$ cat src/rtl/i2c_amm_pkg.sv
package i2c_amm_pkg;
    localparam int BYTE_W  = 8;
    localparam int MODE_W  = 4;
    localparam int UPPER_W = 2;
    localparam int PFX_W   = BYTE_W - UPPER_W - 1;

    localparam logic [MODE_W-1:0] MODE_SLV7    = 4'b0110;
    localparam logic [MODE_W-1:0] MODE_SLV10   = 4'b0111;
    localparam logic [MODE_W-1:0] MODE_MASKSEL = 4'b1001;

    localparam logic [PFX_W-1:0] TEN_PREFIX = 5'b11110;

    localparam logic [1:0] LOC_CTRL  = 2'd0;
    localparam logic [1:0] LOC_ADDR  = 2'd1;
    localparam logic [1:0] LOC_UPPER = 2'd2;

    typedef enum logic [1:0] {
        ST_IDLE,
        ST_ADDR,
        ST_EXT,
        ST_SKIP
    } amm_state_t;
endpackage

$ cat src/rtl/i2c_amm_regs.sv
module i2c_amm_regs
    import i2c_amm_pkg::*;
#(
    parameter int LOC_W = 2
) (
    input  logic               clk,
    input  logic               rst_n,
    input  logic               reg_wr,
    input  logic [LOC_W-1:0]   reg_loc,
    input  logic [BYTE_W-1:0]  reg_wdata,
    output logic [BYTE_W-1:0]  reg_rdata,
    output logic [MODE_W-1:0]  mode_o,
    output logic [BYTE_W-1:0]  addr_o,
    output logic [BYTE_W-1:0]  mask_o,
    output logic [UPPER_W-1:0] upper_o
);
    logic mask_sel;
    assign mask_sel = (mode_o == MODE_MASKSEL);

    // Registers: the mask shares location 1 with the address
    always_ff @(posedge clk or negedge rst_n) begin
        if (!rst_n) begin
            mode_o  <= '0;
            addr_o  <= '0;
            mask_o  <= '1;
            upper_o <= '0;
        end else if (reg_wr) begin
            case (reg_loc)
                LOC_CTRL:  mode_o <= reg_wdata[MODE_W-1:0];
                LOC_ADDR: begin
                    if (mask_sel) mask_o <= reg_wdata;
                    else          addr_o <= reg_wdata;
                end
                LOC_UPPER: upper_o <= reg_wdata[UPPER_W-1:0];
                default: ;
            endcase
        end
    end

    always_comb begin
        case (reg_loc)
            LOC_CTRL:  reg_rdata = {{(BYTE_W-MODE_W){1'b0}}, mode_o};
            LOC_ADDR:  reg_rdata = mask_sel ? mask_o : addr_o;
            LOC_UPPER: reg_rdata = {{(BYTE_W-UPPER_W){1'b0}}, upper_o};
            default:   reg_rdata = '0;
        endcase
    end
endmodule

$ cat src/rtl/i2c_amm_cmp.sv
module i2c_amm_cmp
    import i2c_amm_pkg::*;
(
    input  logic [BYTE_W-1:0]  rx_byte,
    input  logic [BYTE_W-1:0]  addr,
    input  logic [BYTE_W-1:0]  mask,
    input  logic [UPPER_W-1:0] upper,
    output logic               hit7,
    output logic               hit10_hi,
    output logic               hit10_lo
);
    logic [BYTE_W-1:0] diff;

    // A bit counts as a mismatch only where the mask demands equality
    for (genvar gi = 0; gi < BYTE_W; gi++) begin : g_bit
        assign diff[gi] = (rx_byte[gi] ^ addr[gi]) & mask[gi];
    end

    assign hit7     = ~|diff[BYTE_W-1:1];
    assign hit10_lo = ~|diff;
    // Prefix and upper address bits are never masked
    assign hit10_hi = (rx_byte[BYTE_W-1 -: PFX_W] == TEN_PREFIX) &&
                      (rx_byte[UPPER_W:1] == upper);
endmodule

$ cat src/rtl/i2c_amm_fsm.sv
module i2c_amm_fsm
    import i2c_amm_pkg::*;
(
    input  logic              clk,
    input  logic              rst_n,
    input  logic              start_seen,
    input  logic              stop_seen,
    input  logic              rx_valid,
    input  logic              rw_bit,
    input  logic [MODE_W-1:0] mode,
    input  logic              hit7,
    input  logic              hit10_hi,
    input  logic              hit10_lo,
    output logic              ack_req,
    output logic              rw_flag,
    output logic              ext_pending
);
    amm_state_t state_q, state_d;
    logic ack_d, rw_d, prw_q, prw_d;

    // State register
    always_ff @(posedge clk or negedge rst_n) begin
        if (!rst_n) state_q <= ST_IDLE;
        else        state_q <= state_d;
    end

    // Next state and output decisions
    always_comb begin
        state_d = state_q;
        ack_d   = 1'b0;
        rw_d    = rw_flag;
        prw_d   = prw_q;
        if (start_seen) begin
            state_d = ST_ADDR;
        end else if (stop_seen) begin
            state_d = ST_IDLE;
        end else if (rx_valid) begin
            unique case (state_q)
                ST_IDLE: ;
                ST_ADDR: begin
                    state_d = ST_SKIP;
                    if (mode == MODE_SLV7) begin
                        if (hit7) begin
                            ack_d = 1'b1;
                            rw_d  = rw_bit;
                        end
                    end else if (mode == MODE_SLV10 && hit10_hi) begin
                        state_d = ST_EXT;
                        prw_d   = rw_bit;
                    end
                end
                ST_EXT: begin
                    state_d = ST_SKIP;
                    if (mode == MODE_SLV10 && hit10_lo) begin
                        ack_d = 1'b1;
                        rw_d  = prw_q;
                    end
                end
                ST_SKIP: ;
            endcase
        end
    end

    // Registered outputs
    always_ff @(posedge clk or negedge rst_n) begin
        if (!rst_n) begin
            ack_req <= 1'b0;
            rw_flag <= 1'b0;
            prw_q   <= 1'b0;
        end else begin
            ack_req <= ack_d;
            rw_flag <= rw_d;
            prw_q   <= prw_d;
        end
    end

    assign ext_pending = (state_q == ST_EXT);
endmodule

$ cat src/rtl/i2c_addr_mask_match.sv
module i2c_addr_mask_match
    import i2c_amm_pkg::*;
#(
    parameter int LOC_W = 2
) (
    input  logic             clk,
    input  logic             rst_n,
    input  logic             start_seen,
    input  logic             stop_seen,
    input  logic             rx_valid,
    input  logic [7:0]       rx_byte,
    input  logic             reg_wr,
    input  logic [LOC_W-1:0] reg_loc,
    input  logic [7:0]       reg_wdata,
    output logic [7:0]       reg_rdata,
    output logic             ack_req,
    output logic             rw_flag
);
    logic [MODE_W-1:0]  mode_q;
    logic [BYTE_W-1:0]  addr_q, mask_q;
    logic [UPPER_W-1:0] upper_q;
    logic hit7, hit10_hi, hit10_lo, ext_pending;

    i2c_amm_regs #(.LOC_W(LOC_W)) regs_i (
        .clk(clk), .rst_n(rst_n), .reg_wr(reg_wr), .reg_loc(reg_loc),
        .reg_wdata(reg_wdata), .reg_rdata(reg_rdata), .mode_o(mode_q),
        .addr_o(addr_q), .mask_o(mask_q), .upper_o(upper_q)
    );

    i2c_amm_cmp cmp_i (
        .rx_byte(rx_byte), .addr(addr_q), .mask(mask_q), .upper(upper_q),
        .hit7(hit7), .hit10_hi(hit10_hi), .hit10_lo(hit10_lo)
    );

    i2c_amm_fsm fsm_i (
        .clk(clk), .rst_n(rst_n), .start_seen(start_seen), .stop_seen(stop_seen),
        .rx_valid(rx_valid), .rw_bit(rx_byte[0]), .mode(mode_q), .hit7(hit7),
        .hit10_hi(hit10_hi), .hit10_lo(hit10_lo), .ack_req(ack_req),
        .rw_flag(rw_flag), .ext_pending(ext_pending)
    );
endmodule

$ cat config.mk
export PLATFORM = sky130hd
export DESIGN_NAME = i2c_addr_mask_match
export DESIGN_NICKNAME = d
export VERILOG_FILES = /design/src/rtl/i2c_amm_pkg.sv /design/src/rtl/i2c_amm_regs.sv /design/src/rtl/i2c_amm_cmp.sv /design/src/rtl/i2c_amm_fsm.sv /design/src/rtl/i2c_addr_mask_match.sv
export SDC_FILE = /design/constraint.sdc
export NUM_CORES = 1
export LEC_CHECK = 0
export ABC_AREA = 1
export CORE_MARGIN = 2
export CORE_UTILIZATION = 54
export CTS_CLUSTER_DIAMETER = 120
export DETAILED_ROUTE_END_ITERATION = 16
export HOLD_SLACK_MARGIN = 0.08
export PLACE_DENSITY = 0.85
export REMOVE_ABC_BUFFERS = 1
export SYNTH_ARGS = -nofsm -noshare
export SYNTH_HDL_FRONTEND = slang
export SYNTH_SLANG_ARGS = --single-unit
$ cat constraint.sdc
create_clock -name clk -period 2.7 [get_ports clk]
set_input_delay 0.81 -clock clk [delete_from_list [all_inputs] [get_ports clk]]
set_output_delay 0.81 -clock clk [all_outputs]
set_load 0.1 [all_outputs]
==> results.md, run 1 <==
- Status: finished, violations left
- Failing checks: negative setup slack
- Crit start category: flip-flop
- Syn. warnings: 0
- Peak VDD IR: 619 uV
- Layout cells sized above 1: 0.223
- GRT overflow: 0
- Clock transition at path regs: 0.15 ns
- Largest family of logic cells by synthesized area: simple AND/OR/NAND/NOR gates
- First-pass GRT wire length: 6.51 mm
- Initial antenna violation count: 0
- GP Congestion: 0.832
- Max-cap viol count: 0
- Hold Buf Count CTS: 0
- Post-synthesis instance total: 222
- First-pass DRT Iterations: 5
- Post-synth ARST share: 1.00
- DRT antenna net count: 0
- Pins Over Slew Limit: 0
- CTS tree: built
- Tmin final: ~2.8 ns
- PD cells: 572 nW/um2
- Routed len/inst: about 14 um
- Post-synthesis mux area share: 0
- Synth area leaders: dfrtp_1 (30%), nand2_1 (14%), dfstp_2 (13%)
- R2r worst-path depth: 5
- Post-Synth Adder-Cell Area: 0.0157
- R2r endpoint: regs_i.mask_o[7]
- Root Buffer: clkbuf_4
- Finished Core Util: 0.803
- Synthesized area: 1590 um2
- Die area: 3400 um2
- Main synth FF type: dfrtp_1
- Initial Utilization: 0.572
- Critical path type: reg2out
- Nets: 296
- Total clock sinks: 27
- Area of the core: roughly 2800 um2
- Crit Path Max Fanout: 8
- Dpl hpwl: ~2.8 mm
- Hold Path Cell Cnt: 2
- Setup Skew: 0.00186 ns
- Post-synthesis compound-gate area fraction: 0.146
- Drt total wl: 4.32 mm
- Clock Latency Late Sink: about 0.34 ns
- Hold Fails Final Rpt: 0
- Synth Area in Simple Gates: 0.298
- PortBufs: 33
- Worst-Margin Slew: approximately 0.39 ns
- Die Ht: between 50 and 60 um
- Longest Clk Path Bufs: 2
- Relative slew margins: 0.740
- F_max: 0.361 GHz
- Worst setup margin: -0.0679 ns
- Leakage: 1.06 nW
- Antenna fix cells: 0
- Die X: 58.3 um
- Worst Path Required: approximately 1.9 ns
- Yosys reg bits: 27
- Crit. End Element: output pin
- Pre-CTS setup slack: -0.327 ns
- Post-synth EDFFs: 0
- GRT Util Overall: 0.248
- Largest net degree at the start of global routing: 28
- Synth Area per Inst: 7.17 um2
- Sequential fraction of the synthesis area: 0.431
- RSZ-0062 raised after global routing: yes
- Flop2flop setup slack: 1.14 ns
- Final period util: 1.03
- Via/cell ratio: approximately 5.4
- Yosys cell types: 26
- Hold Path Class: reg2reg
- Via count of the first global-routing pass: about 1500
- Vias after detailed routing: 1628
- Area Growth Syn to Fin: 40.3%
- Hold Startpoint: regs_i.mask_o[2]
- Endpoints failing setup: 6
- DRC: 0
- Critical path data arrival time: 1.96 ns
- Cell taking the most area after synthesis: dfrtp_1
- Worst r2r src: regs_i.mode_o[2]
- Synth Area in XOR/XNOR: 0
- 1st-iter DRT viols: 109
- CTS Buf Count: 3
- IO Count: 34
- Hold endpoint: regs_i.mask_o[2]
- H-tree depth: 1
- Standard-cell row count: 19
- Top cell type's share of synthesized area: 0.299
## cell usage after synthesis, drive strengths merged (2+ instances only)
cell	instances
o21ai	35
a21oi	6
dfrtp	19
ha	2
nor4	2
nor2	21
nand4	3
dfstp	8
buf	3
or2	2
nand3	17
inv	39
nand2	60
## worst max path at each step
stage	from	to	slack (ns)	cells past startpoint
floorplan	reg_loc[0]	reg_rdata[3]	-0.71	4
global placement	reg_loc[0]	reg_rdata[0]	-0.31	8
detailed placement	reg_loc[0]	reg_rdata[0]	-0.33	8
CTS	regs_i.mode_o[3]	reg_rdata[2]	0.001	6
global route	regs_i.mode_o[0]	reg_rdata[0]	-0.16	7
finish	regs_i.mode_o[2]	reg_rdata[5]	-0.07	6
## area by class of cell
class,instances,area [um2]
tap,31,38.8
timing repair buffer,46,502
sequential,27,687
multi-input combinational,153,818
clock buffer,3,22.5
inverter,39,160
clock inverter,1,5.00
fill,189,548
## critical path, cell delays in order, from the launching register on
cell	delay [ns]
dfrtp_2	0.46
nor4_4	0.32
bufinv_8	0.26
buf_4	0.19
o21ai_4	0.16
a21oi_4	0.05
buf_12	0.17
## power breakdown
part	leakage, nW	internal, mW	switching [mW]
Combinational	0.723	0.195	0.329
Sequential	0.320	0.494	0.0750
Clock	0.0177	0.0559	0.128
Total	1.06	0.745	0.532
## registers in the layout, indices dropped and copies added, names as in the netlist
name,count
fsm_i.state_q,2
regs_i.mask_o,8
fsm_i.prw_q,1
fsm_i.ack_req,1
regs_i.addr_o,8
regs_i.mode_o,4
regs_i.upper_o,2
fsm_i.rw_flag,1
## per-layer routing
layer	part of all wire	track usage	vias to the layer above
met2	0.48	0.414	64
li1	-	-	802
met4	0.029	0.120	0
met3	0.064	0.0242	13
met1	0.43	0.324	749
met5	0	0	-
## cell usage in the layout, fill, tap and decap left out, types with 8 or more instances in the layout
cell type / count
dfrtp_1: 18
inv_1: 35
nand3_1: 17
o21ai_1: 21
buf_4: 14
dfstp_2: 8
nor2_1: 14
o21ai_0: 11
clkdlybuf4s50_1: 21
nand2_1: 58
## through the flow
stage	total power, mW	std cells	TNS [ns]	area (um2)	hold slack, ns
5_1_grt	1.35	300	-0.726	2230	0.526
6_report	1.28	300	-0.215	2230	0.495
3_3_place_gp	1.02	288	-2.22	2050	0.472
3_5_place_dp	1.04	288	-2.23	2050	0.479
2_1_floorplan	0.862	219	-4.30	1560	0.453
4_1_cts	1.22	295	0	2110	0.500
## what timing repair did
action,in CTS,in global routing
buffers inserted,3,5
resized for setup,6,23
gates cloned,0,0
pin swaps,4,6
endpoints found under the setup margin,8,8
## cell families (layout without fill, tap and decap cells)
logic type	Yosys count	in the layout
fa+ha+maj	2	2
compound gates	45	45
simple gates	106	106
flops	27	27
buf+inv	42	89
(Power assumes the default switching activity.)
==> run 2: changes to the inputs <==
--- a/config.mk
+++ b/config.mk
@@ -12,7 +12,7 @@
 export DETAILED_ROUTE_END_ITERATION = 16
 export HOLD_SLACK_MARGIN = 0.08
 export PLACE_DENSITY = 0.85
-export REMOVE_ABC_BUFFERS = 1
+export SKIP_CTS_REPAIR_TIMING = 1
 export SYNTH_ARGS = -nofsm -noshare
 export SYNTH_HDL_FRONTEND = slang
 export SYNTH_SLANG_ARGS = --single-unit
==> constraint.sdc (replaced) <==
create_clock -name clk -period 2.7 [get_ports clk]
set_input_delay 0.81 -clock clk [delete_from_list [all_inputs] [get_ports clk]]
set_output_delay 0.81 -clock clk [all_outputs]
set_load 0.05 [all_outputs]
==> run 2 against run 1 <==
The flow still finishes with violations (negative setup slack). Via count is 1.6% higher. Combinational power is 13% lower. Hold slack better by 0.0024 ns. Sequential power is 1% lower. Final cell count is 0.33% higher. Clock-buffer cell count is 1 higher. Clock skew is 0.00086 ns lower. Final area is 0.56% higher. Clock power hardly changed. Register-to-register slack worse by 0.12 ns. First-iteration DRC count is 22% lower. Largest cell class unchanged.
==> results.md, run 2 (synthesis results as in run 1) <==
- Die Ht: ~60 um
- Registers with the most flip-flops: regs_i.addr_o (8), regs_i.mask_o (8), regs_i.mode_o (4)
- Area of the core: around 2800 um2
- Pins Over Slew Limit: 0
- Commonest cells after routing, fill and taps aside: nand2_1 (58), inv_1 (35), clkdlybuf4s50_1 (23), o21ai_1 (21), dfrtp_1 (18)
- Longest Clk Path Bufs: 2
- Initial Utilization: 0.572
- Endpoints failing setup: 2
- CTS tree: built
- Hold Fails Final Rpt: 0
- Critical-path cell list: nor4_4 -> bufinv_8 -> buf_6 -> buf_4 -> nor2_4 -> nor2_2 -> buf_12
- GRT overflow: 0
- Worst Path Required: around 1.9 ns
- Hold Path Class: reg2reg
- 1st-iter DRT viols: 85
- Post-layout instance area: between 2000 and 2500 um2
- Top delay family on crit path: buffers and inverters
- R2r worst-path depth: 7
- RSZ-0062 raised after global routing: yes
- Max-cap viol count: 0
- Critical path type: reg2out
- Status: finished, violations left
- Relative slew margins: 0.673
- Power, Total: approximately 1.2 mW
- Die X: 58.3 um
- PD cells: approximately 540 nW/um2
- Crit. End Element: output pin
- Final period util: 1.00
- Worst setup margin: -0.0134 ns
- IO Count: 34
- Worst path slowest cell: dfrtp_2
- Multi-input logic area: 783 um2
- Antenna fix cells: 0
- Tmin final: 2.71 ns
- PortBufs: 33
- Critical Path Stages: 7
- Crit Path Max Fanout: 6
- Clock transition at path regs: 0.14 ns
- Pre-CTS setup slack: -0.326 ns
- Initial antenna violation count: 0
- Area Growth Syn to Fin: 41.1%
- Layout cells sized above 1: 0.207
- Non-filler instance count after layout: around 300
- Die area: 3400 um2
- First-pass DRT Iterations: 5
- Peak VDD IR: 575 uV
- Leakage: roughly 1.1 nW
- DRT antenna net count: 0
- # fillers: about 190
- First-pass GRT wire length: 6.02 mm
- DRC: 0
- Via count of the first global-routing pass: ~1400
- GRT Util Overall: 0.233
- Via/cell ratio: 5.50
- CP peak stage delay: 0.48 ns
- F_max: 0.369 GHz
- Setup Skew: around 0.00099 ns
- Root Buffer: clkbuf_4
- Drt total wl: 4.26 mm
- Largest net degree at the start of global routing: 28
- Crit start category: flip-flop
- Placed cell area: 2060 um2
- Critical path data arrival time: 1.90 ns
- Origin of the worst setup path: regs_i.mode_o[2]
- Finished Core Util: 0.807
- H-tree depth: 1
- Final hold slack: 0.498 ns
- Vias after detailed routing: 1654
- GP Congestion: 0.873
- Setup TNS Final: -0.0260 ns
- Failing checks: negative setup slack
- Flop2flop setup slack: 1.02 ns
- Worst Path Buf+Inv: 4
- FF+latch area: 687 um2
- Total clock sinks: 27
- Dpl hpwl: 2.76 mm
- CP endpoint: reg_rdata[7]
- Standard-cell row count: 19
- Worst r2r src: regs_i.mode_o[2]
- Synthesized Nets: 248
- Routed len/inst: roughly 14 um
- R2r endpoint: regs_i.addr_o[6]
- Nets: 297
- Worst-Margin Slew: 0.489 ns
- Cells after DPL: 288
- Commonest non-fill, non-tap cell in the layout: nand2_1
- CTS Buf Count: 3
- Clock Latency Late Sink: approximately 0.34 ns
[run 2: cell types whose count changed in the layout (fill, tap and decap cells not counted), moves of 2 or more]
cell             before  now
a21oi_2               0    3
a21oi_4               3    0
buf_4                14   11
clkbuf_2              2    0
clkdlybuf4s50_1      21   23
dlymetal6s2s_1        0    2
o21ai_2               1    3
o21ai_4               2    0
[run 2: layer usage]
metal  up-vias  part of all wire  track usage
li1        808                 -            -
met1       757              0.42        0.321
met2        76              0.50        0.379
met3        13             0.056       0.0220
met4         0             0.025       0.0930
met5         -                 0            0
[run 2: worst min path at each step]
stage                     cells after the start               end              from  slack, ns
final                                         2  regs_i.mask_o[6]  regs_i.mask_o[6]       0.50
after global routing                          2  regs_i.mask_o[6]  regs_i.mask_o[6]       0.52
after CTS                                     2  regs_i.mask_o[5]  regs_i.mask_o[5]       0.50
after detailed placement                      2  regs_i.mask_o[5]  regs_i.mask_o[5]       0.48
after global placement                        2  regs_i.mode_o[0]  regs_i.mode_o[0]       0.47
after floorplan                               2  regs_i.mode_o[0]  regs_i.mode_o[0]       0.45
[run 2: worst min-delay path, delay by kind of cell (launching register included)]
kind,cells,cell delay [ns]
AOI/OAI and AO/OA,1,0.05
DFF,1,0.41
and+or+nand+nor,1,0.05
[run 2: where the power goes]
group	internal [mW]	leakage, nW	switching (mW)
registers	0.494	0.320	0.0689
clock network	0.0583	0.0150	0.127
logic	0.199	0.753	0.255
[run 2: area by class of cell]
type	count	area share
inverter	39	0.0713
timing repair buffer	47	0.245
multi-input combinational	153	0.349
tap	31	0.0173
clock buffer	4	0.0117
sequential	27	0.306
==> run 3: changes to the inputs <==
--- a/config.mk
+++ b/config.mk
@@ -7,11 +7,11 @@
 export LEC_CHECK = 0
 export ABC_AREA = 1
 export CORE_MARGIN = 2
-export CORE_UTILIZATION = 54
+export CORE_UTILIZATION = 30
 export CTS_CLUSTER_DIAMETER = 120
 export DETAILED_ROUTE_END_ITERATION = 16
 export HOLD_SLACK_MARGIN = 0.08
-export PLACE_DENSITY = 0.85
+export PLACE_DENSITY = 0.53
 export SKIP_CTS_REPAIR_TIMING = 1
 export SYNTH_ARGS = -nofsm -noshare
 export SYNTH_HDL_FRONTEND = slang
==> run 3 against run 2 <==
The flow now finishes without violations. Combinational power down 8.6%. Flip-flop and latch count unchanged. Register-to-register slack better by 0.19 ns. Core utilization down 37 points. Global-route usage down 8.0 points. Critical path type is now in2out.
==> results.md, run 3 (synthesis results as in run 1) <==
- Status: finished clean
- First-pass DRT Iterations: 4
- CTS Buf Count: 3
- Registers with the most flip-flops: regs_i.addr_o (8), regs_i.mask_o (8), regs_i.mode_o (4)
- Setup Skew: 0.00661 ns
- Pins Over Slew Limit: 0
- DRT antenna net count: 0
- Critical-path cell list: dlymetal6s2s_1 -> inv_2 -> nor2_2 -> buf_6 -> buf_12 -> o21ai_0 -> o21ai_1 -> buf_12
- Tmin final: approximately 2.6 ns
- Longest Clk Path Bufs: 2
- F_max: 0.382 GHz
- First-pass GRT wire length: 7.20 mm
- Largest net degree at the start of global routing: 28
- GRT overflow: 0
- 1st-iter DRT viols: 100
- Area of the core: 5110 um2
- Die area: about 6000 um2
- Worst setup margin: just under 0.08 ns
- Dpl hpwl: about 3.0 mm
- GP Congestion: roughly 0.76
- Initial Utilization: 0.312
- Origin of the worst setup path: reg_loc[0]
- PortBufs: 33
- Relative slew margins: 0.672
- H-tree depth: 1
- Endpoints failing setup: 0
- CP peak stage delay: 0.24 ns
- Peak VDD IR: 201 uV
- PD cells: roughly 550 nW/um2
- Max-cap viol count: 0
- Worst Path Required: 1.89 ns
- Pre-CTS setup slack: -0.254 ns
- Commonest non-fill, non-tap cell in the layout: nand2_1
- Hold Path Class: reg2reg
- Clock transition at path regs: 0.09 ns
- RSZ-0062 raised after global routing: yes
- Worst r2r src: regs_i.mode_o[2]
- IO Count: 34
- Initial antenna violation count: 0
- Commonest cells after routing, fill and taps aside: nand2_1 (58), inv_1 (35), o21ai_1 (24), clkdlybuf4s50_1 (23), dfrtp_1 (18)
- Crit. End Element: output pin
- GRT Util Overall: 0.153
- Hold Fails Final Rpt: 0
- Layout cells sized above 1: 0.158
- DRC: 0
- Worst path slowest cell: o21ai_1
- # fillers: 556
- Via/cell ratio: 4.48
- Hold Startpoint: regs_i.mask_o[6]
- Drt total wl: 3.97 mm
- Post-layout instance area: 2210 um2
- Standard-cell row count: 26
- Vias after detailed routing: 1500
- Routed len/inst: 11.9 um
- Die X: 76.8 um
- Synthesized Nets: 248
- Via count of the first global-routing pass: about 1500
- Die Ht: 76.8 um
- Multi-input logic area: about 740 um2
- Antenna fix cells: 0
- FF+latch area: 687 um2
- Clock Latency Late Sink: 0.28 ns
- Final period util: 0.971
- Leakage: ~1.1 nW
- Critical path type: in2out
- Worst-Margin Slew: between 0.4 and 0.5 ns
- Critical path data arrival time: 1.81 ns
- Placed cell area: 2130 um2
- Nets: 292
- Area Growth Syn to Fin: 39.1%
- CTS tree: built
- Crit start category: primary input
- Total clock sinks: 27
- Root Buffer: clkbuf_8
- Crit Path Max Fanout: 6
- Top cell by count, worst path: buf_12
## run 3: cell type report
class | instances | share of cell area
Timing Repair Buffer | 42 | 0.228
Sequential cell | 27 | 0.310
Multi-Input combinational cell | 153 | 0.335
Inverter | 39 | 0.0673
Tap cell | 70 | 0.0396
Clock buffer | 4 | 0.0204
## run 3: per-layer routing
metal | up-vias | track usage | wire (um)
li1 | 796 | - | -
met1 | 671 | 0.216 | 2040
met2 | 29 | 0.232 | 1760
met3 | 4 | 0.0271 | 134
met4 | 0 | 0.0545 | 39
met5 | - | 0 | 0
## run 3: critical path, delay by kind of cell
| family | cells | cell delay, ns |
|---|---|---|
| AOI/OAI and AO/OA | 2 | 0.31 |
| buffers and inverters | 5 | 0.58 |
| and+or+nand+nor | 1 | 0.11 |
## run 3: worst paths after layout
| check | to | slack, ns | cells past startpoint |
|---|---|---|---|
| setup / recovery | reg_rdata[2] | 0.08 | 8 |
| hold / removal | regs_i.mask_o[6] | 0.49 | 2 |
| setup reg to reg | regs_i.mask_o[3] | 1.21 | 4 |
| hold reg to reg | regs_i.mask_o[6] | 0.49 | 2 |
| max in group asynchronous | regs_i.mask_o[7] | 1.47 | 2 |
| min in group asynchronous | fsm_i.ack_req | 0.91 | 2 |
## run 3: per-stage QoR
| stage | power, mW | TNS [ns] | utilization | std cells | hold slack [ns] |
|---|---|---|---|---|---|
| after global routing | 1.30 | -0.0338 | 0.433 | 335 | 0.504 |
| after CTS | 1.21 | -1.48 | 0.426 | 334 | 0.491 |
| after floorplan | 0.797 | 0 | - | 222 | 0.453 |
| final | 1.21 | 0 | 0.433 | 335 | 0.489 |
| after detailed placement | 0.976 | -1.46 | 0.417 | 330 | 0.477 |
| after global placement | 0.973 | -1.39 | 0.417 | 330 | 0.472 |
## run 3: report_power, final
| group | switching, mW | internal [mW] | leakage (nW) | total [mW] |
|---|---|---|---|---|
| clock | 0.136 | 0.106 | 0.0228 | 0.242 |
| combinational | 0.234 | 0.181 | 0.712 | 0.415 |
| sequential | 0.0621 | 0.494 | 0.320 | 0.556 |
| total | 0.432 | 0.781 | 1.05 | 1.21 |
